<file path="config.mk">
export PLATFORM = sky130hd
export DESIGN_NAME = debug_console
export DESIGN_NICKNAME = d
export VERILOG_FILES = /design/src/rtl/dbc_pkg.sv /design/src/rtl/dbc_button.sv /design/src/rtl/dbc_dwell.sv /design/src/rtl/dbc_uart_tx.sv /design/src/rtl/dbc_reporter.sv /design/src/rtl/debug_console.sv
export SDC_FILE = /design/constraint.sdc
export NUM_CORES = 1
export LEC_CHECK = 0
export ABC_CLOCK_PERIOD_IN_PS = 3470
export BUFFER_PORTS_ARGS = -buffer_cell sky130_fd_sc_hd__buf_4
export CAP_MARGIN = 20
export CORE_MARGIN = 2
export CORE_UTILIZATION = 55
export DETAILED_ROUTE_END_ITERATION = 8
export PLACE_DENSITY_LB_ADDON = 0.2
export SETUP_SLACK_MARGIN = 0.4
export SLEW_MARGIN = 30
export SYNTH_ARGS = -nofsm -noshare
export SYNTH_HDL_FRONTEND = slang
export SYNTH_SLANG_ARGS = --single-unit
</file>
<file path="constraint.sdc">
create_clock -name clk -period 3.47 [get_ports clk]
set_clock_uncertainty 0.1 [all_clocks]
set_input_delay 0.5205 -clock clk [delete_from_list [all_inputs] [get_ports clk]]
set_output_delay 0.5205 -clock clk [all_outputs]
set_load 0.02 [all_outputs]
</file>
<file path="src/rtl/dbc_pkg.sv">
package dbc_pkg;

    localparam int CODE_W     = 4;
    localparam int FRAME_BITS = 10;

    localparam logic [7:0] ASCII_LF = 8'h0A;
    localparam logic [7:0] ASCII_CR = 8'h0D;

    typedef enum logic [1:0] {
        SLOT_DIGIT = 2'd0,
        SLOT_LF    = 2'd1,
        SLOT_CR    = 2'd2
    } rpt_slot_t;

    typedef struct packed {
        logic       load;
        logic [7:0] data;
    } tx_req_t;

    function automatic logic [7:0] hex_ascii(input logic [CODE_W-1:0] code);
        logic [7:0] wide;
        wide = {4'h0, code};
        return (code < 4'd10) ? (8'h30 + wide) : (8'h37 + wide);
    endfunction

    function automatic int round_div(input int num, input int den);
        return (num + den / 2) / den;
    endfunction

endpackage

</file>
<file path="src/rtl/dbc_button.sv">
module dbc_button #(
    parameter int DB_CYC = 2_000_000
) (
    input  logic clk,
    input  logic rst,
    input  logic btn_raw,
    output logic sync_o,
    output logic level_o,
    output logic press_o
);
    localparam int CW = $clog2(DB_CYC + 1);

    logic          meta_q;
    logic          sync_q;
    logic          level_q;
    logic          press_q;
    logic [CW-1:0] run_q;

    always_ff @(posedge clk) begin
        if (rst) begin
            meta_q  <= 1'b0;
            sync_q  <= 1'b0;
            level_q <= 1'b0;
            press_q <= 1'b0;
            run_q   <= '0;
        end else begin
            meta_q  <= btn_raw;
            sync_q  <= meta_q;
            press_q <= 1'b0;
            if (sync_q != level_q) begin
                if (run_q == CW'(DB_CYC - 1)) begin
                    level_q <= sync_q;
                    run_q   <= '0;
                    press_q <= sync_q;
                end else begin
                    run_q <= run_q + 1'b1;
                end
            end else begin
                run_q <= '0;
            end
        end
    end

    assign sync_o  = sync_q;
    assign level_o = level_q;
    assign press_o = press_q;

endmodule

</file>
<file path="src/rtl/dbc_dwell.sv">
module dbc_dwell #(
    parameter int DWELL_CYC = 200_000_000,
    parameter int NUM_SEL   = 4,
    parameter int IDX_W     = 2
) (
    input  logic             clk,
    input  logic             rst,
    input  logic             restart,
    output logic [IDX_W-1:0] idx_o
);
    localparam int TW = $clog2(DWELL_CYC + 1);

    logic [TW-1:0]    tick_q;
    logic [IDX_W-1:0] idx_q;

    always_ff @(posedge clk) begin
        if (rst || restart) begin
            tick_q <= '0;
            idx_q  <= '0;
        end else if (tick_q == TW'(DWELL_CYC - 1)) begin
            tick_q <= '0;
            idx_q  <= (idx_q == IDX_W'(NUM_SEL - 1)) ? '0 : idx_q + 1'b1;
        end else begin
            tick_q <= tick_q + 1'b1;
        end
    end

    assign idx_o = idx_q;

endmodule

</file>
<file path="src/rtl/dbc_uart_tx.sv">
module dbc_uart_tx
    import dbc_pkg::*;
#(
    parameter int BIT_CYC = 868
) (
    input  logic       clk,
    input  logic       rst,
    input  logic       load,
    input  logic [7:0] data,
    output logic       busy,
    output logic       txd
);
    localparam int TW = $clog2(BIT_CYC + 1);

    logic [FRAME_BITS-1:0] shift_q;
    logic [TW-1:0]         tick_q;
    logic [3:0]            bitn_q;
    logic                  busy_q;

    always_ff @(posedge clk) begin
        if (rst) begin
            shift_q <= '1;
            tick_q  <= '0;
            bitn_q  <= '0;
            busy_q  <= 1'b0;
        end else if (load && !busy_q) begin
            shift_q <= {1'b1, data, 1'b0};
            tick_q  <= '0;
            bitn_q  <= '0;
            busy_q  <= 1'b1;
        end else if (busy_q) begin
            if (tick_q == TW'(BIT_CYC - 1)) begin
                tick_q  <= '0;
                shift_q <= {1'b1, shift_q[FRAME_BITS-1:1]};
                if (bitn_q == 4'(FRAME_BITS - 1)) begin
                    busy_q <= 1'b0;
                end else begin
                    bitn_q <= bitn_q + 1'b1;
                end
            end else begin
                tick_q <= tick_q + 1'b1;
            end
        end
    end

    assign busy = busy_q;
    assign txd  = shift_q[0];

endmodule

</file>
<file path="src/rtl/dbc_reporter.sv">
module dbc_reporter
    import dbc_pkg::*;
(
    input  logic              clk,
    input  logic              rst,
    input  logic              mode,
    input  logic [CODE_W-1:0] code,
    input  logic              tx_busy,
    output tx_req_t           req,
    output logic              report_start
);
    rpt_slot_t slot_q;

    always_comb begin
        req.load = !tx_busy && ((slot_q != SLOT_DIGIT) || mode);
        unique case (slot_q)
            SLOT_LF: req.data = ASCII_LF;
            SLOT_CR: req.data = ASCII_CR;
            default: req.data = hex_ascii(code);
        endcase
    end

    always_ff @(posedge clk) begin
        if (rst) begin
            slot_q <= SLOT_DIGIT;
        end else if (req.load) begin
            unique case (slot_q)
                SLOT_DIGIT: slot_q <= SLOT_LF;
                SLOT_LF:    slot_q <= SLOT_CR;
                default:    slot_q <= SLOT_DIGIT;
            endcase
        end
    end

    assign report_start = req.load && (slot_q == SLOT_DIGIT);

endmodule

</file>
<file path="src/rtl/debug_console.sv">
module debug_console
    import dbc_pkg::*;
#(
    parameter int CLK_HZ      = 100_000_000,
    parameter int BAUD        = 115_200,
    parameter int DEBOUNCE_MS = 20,
    parameter int DWELL_MS    = 2000,
    parameter int NUM_REGS    = 4,
    parameter int LED_W       = 4
) (
    input  logic                      clk,
    input  logic                      rst,
    input  logic                      btn_raw,
    input  logic [LED_W-1:0]          frame_count,
    input  logic                      frame_activity,
    input  logic [CODE_W-1:0]         seq_state,
    input  logic [NUM_REGS*LED_W-1:0] reg_nibbles,
    output logic [LED_W-1:0]          led,
    output logic                      activity_led,
    output logic                      debug_mode,
    output logic                      uart_txd
);
    localparam int MS_CYC    = CLK_HZ / 1000;
    localparam int DB_CYC    = MS_CYC * DEBOUNCE_MS;
    localparam int DWELL_CYC = MS_CYC * DWELL_MS;
    localparam int BIT_CYC   = round_div(CLK_HZ, BAUD);
    localparam int IDX_W     = (NUM_REGS > 1) ? $clog2(NUM_REGS) : 1;

    logic             btn_sync;
    logic             db_level;
    logic             press;
    logic             mode_q;
    logic [IDX_W-1:0] sel_idx;
    tx_req_t          tx_req;
    logic             tx_load;
    logic             tx_busy;
    logic             report_start;
    logic [LED_W-1:0] nib [NUM_REGS];

    dbc_button #(.DB_CYC(DB_CYC)) u_btn (
        .clk     (clk),
        .rst     (rst),
        .btn_raw (btn_raw),
        .sync_o  (btn_sync),
        .level_o (db_level),
        .press_o (press)
    );

    always_ff @(posedge clk) begin
        if (rst) begin
            mode_q <= 1'b0;
        end else if (press) begin
            mode_q <= ~mode_q;
        end
    end

    dbc_dwell #(
        .DWELL_CYC (DWELL_CYC),
        .NUM_SEL   (NUM_REGS),
        .IDX_W     (IDX_W)
    ) u_dwell (
        .clk     (clk),
        .rst     (rst),
        .restart (press | ~mode_q),
        .idx_o   (sel_idx)
    );

    for (genvar i = 0; i < NUM_REGS; i++) begin : g_nib
        assign nib[i] = reg_nibbles[i*LED_W +: LED_W];
    end

    assign led          = mode_q ? nib[sel_idx] : frame_count;
    assign activity_led = frame_activity;
    assign debug_mode   = mode_q;

    dbc_reporter u_rpt (
        .clk          (clk),
        .rst          (rst),
        .mode         (mode_q),
        .code         (seq_state),
        .tx_busy      (tx_busy),
        .req          (tx_req),
        .report_start (report_start)
    );

    assign tx_load = tx_req.load;

    dbc_uart_tx #(.BIT_CYC(BIT_CYC)) u_tx (
        .clk  (clk),
        .rst  (rst),
        .load (tx_load),
        .data (tx_req.data),
        .busy (tx_busy),
        .txd  (uart_txd)
    );

endmodule

</file>
==> reports/summary.txt <==
sequential cell area fraction in the yosys report - 41.2%
WL final - 8410 um
EDFF count, synth - 0
GR peak layer - met2
switching portion of total power - 25.4%
# IOs - 35
Area contributors post-synth - dfxtp_1 (41%), xnor2_1 (4.8%), a21oi_1 (4.3%)
worst path cell trace - mux4_2 -> mux2_2 -> buf_4
Yosys Warn Count - 0
Crit path max-delay family - multiplexers
nets@finish - 520
number of port buffers - 32
post-synthesis xor/xnor area fraction - 7.91%
GR Layer Usage met1 - 28.4%
met2 usage - 35.4%
Clock power frac - 36.4%
sequential power share - 53.3%
Starting Density - 55.9%
crit path max fanout - 7
GPL Wtd Cong - 0.839
CTS Buf Count - 9
CTS resizes - 0
Synth Flop Type - dfxtp_1
cells after synthesis - 455
# diodes - 0
Setup TNS - 0 ns
Rows - 31
Vias - 3355
Slew @ Worst Pin - 0.575 ns
Die Y - 89.1 um
post-synthesis simple-gate area fraction - 28.4%
drt first pass iters - 4
CTS Buffer Depth - 2
worst hold slack - 0.280 ns
RSZ-0062 raised after global routing - no
peak supply drop - 0.255 mV
Cell variety after synth - 49
Post-CTS Setup Bufs - 0
Relative slew margins - 61.6%
CORE AREA - 7140 um2
Slew Viols, Final - 0
Static Leak - 1.43 nW
first-pass GRT wire length - 13600 um
share of synthesized area spent on multiplexers - 3.39%
fraction of layout cells with a size suffix above 1 - 13.0%
combinational group share of total power - 10.3%
critical path class - reg -> out
CTS tree - yes
Synth Register Bits - 82
ys async rst share - 0%
outcome - completed
Worst EP arrival - 1.88 ns
Clock Sinks - 82
Power, Total - 1.85 mW
worst slack, placed - 1.26 ns
post-route ant nets - 0
fillers - 654
Power per Cell Area - 412 nW/um2
die area - 7950 um2
Worst-Skew Late Latency - 0.35 ns
Hold Crit Class - in -> reg
Final WS setup - 0.972 ns
synthesized area per cell - 8.76 um2
count of final hold-check violations - 0
MaxCap Viol Count - 0
Tcrit/Tclk final - 72.0%
CTS Hold Bufs - 0
leading area contributor after synthesis - dfxtp_1
Post-Syn Area - 3990 um2
drt via density - 5.74
CP required - 2.85 ns
post-synthesis adder-cell area fraction - 3.45%
initial antenna violation count - 0
DP Wirelength - 6070 um
DIE WIDTH - 89.1 um
wire per inst - 14.4 um
DR iter-0 viols - 193
met3 Usage GRT - 6.93%
vias in the first global route - 3040
share of the synthesized area in the top cell type - 41.2%
synthesized net count - 494
Clock transition at path regs - 0.08 ns
Worst setup SP type - register
Final setup viols - 0
slowest CP cell - mux4_2
main combinational cell family by area after synthesis - simple AND/OR/NAND/NOR gates
largest net degree at the start of global routing - 25
worst path bufs/invs - 1
CTS Root Cell - clkbuf_8
Synth Area in Compound Gates - 12.3%
Layout area overhead - 12.2%
Total GRT Usage - 22.0%
crit end category - primary output
H-tree levels - 3
Net Switching - 0.469 mW
fmax - 400 MHz
DRC errors left - 0
Internal Power - 1.38 mW
Crit path largest cell delay - 0.54 ns
min cycle time layout - 2.50 ns
aggregate global routing overflow - 0
-- per-stage QoR --
| stage | util [%] | area [um2] | std cells |
|---|---|---|---|
| after detailed placement | 60.0 | 4280 | 569 |
| after global placement | 60.0 | 4280 | 569 |
| after CTS | 62.7 | 4470 | 585 |
| after global routing | 62.7 | 4470 | 585 |
| final | 62.7 | 4470 | 585 |
| after floorplan | - | 3990 | 455 |
-- per-layer routing --
layer,vias to the layer above,wire length [um]
met4,0,120
met1,1566,3850
met2,64,3990
met5,-,0
li1,1716,-
met3,9,445
-- state kept, by name (all words and copies together), names as in the netlist --
register	cells
u_dwell.tick_q	28
u_btn.run_q	21
u_tx.tick_q	10
u_tx.shift_q	9
u_tx.bitn_q	4
u_dwell.idx_o	2
u_rpt.slot_q	2
debug_mode	1
u_btn.level_o	1
u_btn.meta_q	1
u_btn.press_o	1
u_btn.sync_o	1
u_tx.busy	1
-- cell families (layout without fill, tap and decap cells) --
| group | count (synthesis) | in the layout |
|---|---|---|
| AND/OR/NAND/NOR | 204 | 204 |
| flip-flops | 82 | 82 |
| buffers and inverters | 32 | 63 |
| XOR/XNOR | 36 | 36 |
| multiplexers | 8 | 8 |
| AO/OA/AOI/OAI | 82 | 82 |
| adder cells (fa/ha/maj) | 11 | 11 |
-- power by group through the flow --
| stage | registers, mW | clock network [mW] | logic (mW) |
|---|---|---|---|
| final | 0.984 | 0.672 | 0.189 |
| after global routing | 0.988 | 0.738 | 0.210 |
| after CTS | 0.983 | 0.694 | 0.188 |
| after detailed placement | 1.01 | 0 | 0.188 |
| after global placement | 1.01 | 0 | 0.185 |
| after floorplan | 0.995 | 0 | 0.138 |
-- area by class of cell --
cell class | instances | area, um2 | area share [%]
multi-input cells | 341 | 2210 | 49.4
well taps | 99 | 124 | 2.77
repair buffers | 34 | 255 | 5.70
clock inverters | 7 | 70.1 | 1.57
inverters | 13 | 48.8 | 1.09
flip-flops and latches | 82 | 1640 | 36.7
clock buffers | 9 | 124 | 2.77
-- worst paths after layout --
check	to	slack, ns	depth (start not counted)	start
worst min-delay path	u_btn.meta_q$_SDFF_PP0_	0.28	2	btn_raw
worst max-delay path	led[1]	0.97	3	u_dwell.idx_o[0]$_SDFFE_PP0N_
worst min register to register	u_btn.run_q[0]$_SDFF_PP0_	0.35	1	u_btn.run_q[0]$_SDFF_PP0_
worst max register to register	u_tx.shift_q[6]$_SDFFE_PP1P_	1.22	6	u_rpt.slot_q[1]$_SDFFE_PP0P_
-- cells in the final DEF, fill, tap and decap left out, types with 13 or more instances in the layout --
master / Yosys / layout
a21oi_1: 34 / 34
xnor2_1: 22 / 22
o21ai_0: 19 / 19
xor2_1: 14 / 14
buf_4: 1 / 34
dfxtp_1: 82 / 82
or3_1: 18 / 18
nand2_1: 27 / 27
nand4_1: 20 / 20
nor2_1: 43 / 43
inv_1: 13 / 13
nand3_1: 27 / 27
-- cells in the mapped netlist, types with 2 or more instances --
master and number:
xnor2_1 22, or2_2 2, or4_1 11, nor3_1 11
dfxtp_1 82, mux2_2 4, nand3_1 27, nor4_1 9
nand3b_1 3, nand2_1 27, or3_1 18, a21oi_1 34
inv_1 13, o31ai_1 9, xor2_1 14, nor2b_1 4
nor4b_1 3, nor2_1 43, o21ai_0 19, and4_1 7
mux4_2 4, o21ai_1 2, nand2b_1 3, o21bai_1 2
o21a_1 2, nor4bb_1 3, and2_1 4, clkbuf_1 14
ha_1 11, and3_1 5, a2bb2oi_1 5, nand4_1 20
buf_2 2
Note: power is estimated with default switching activity, not from simulation.
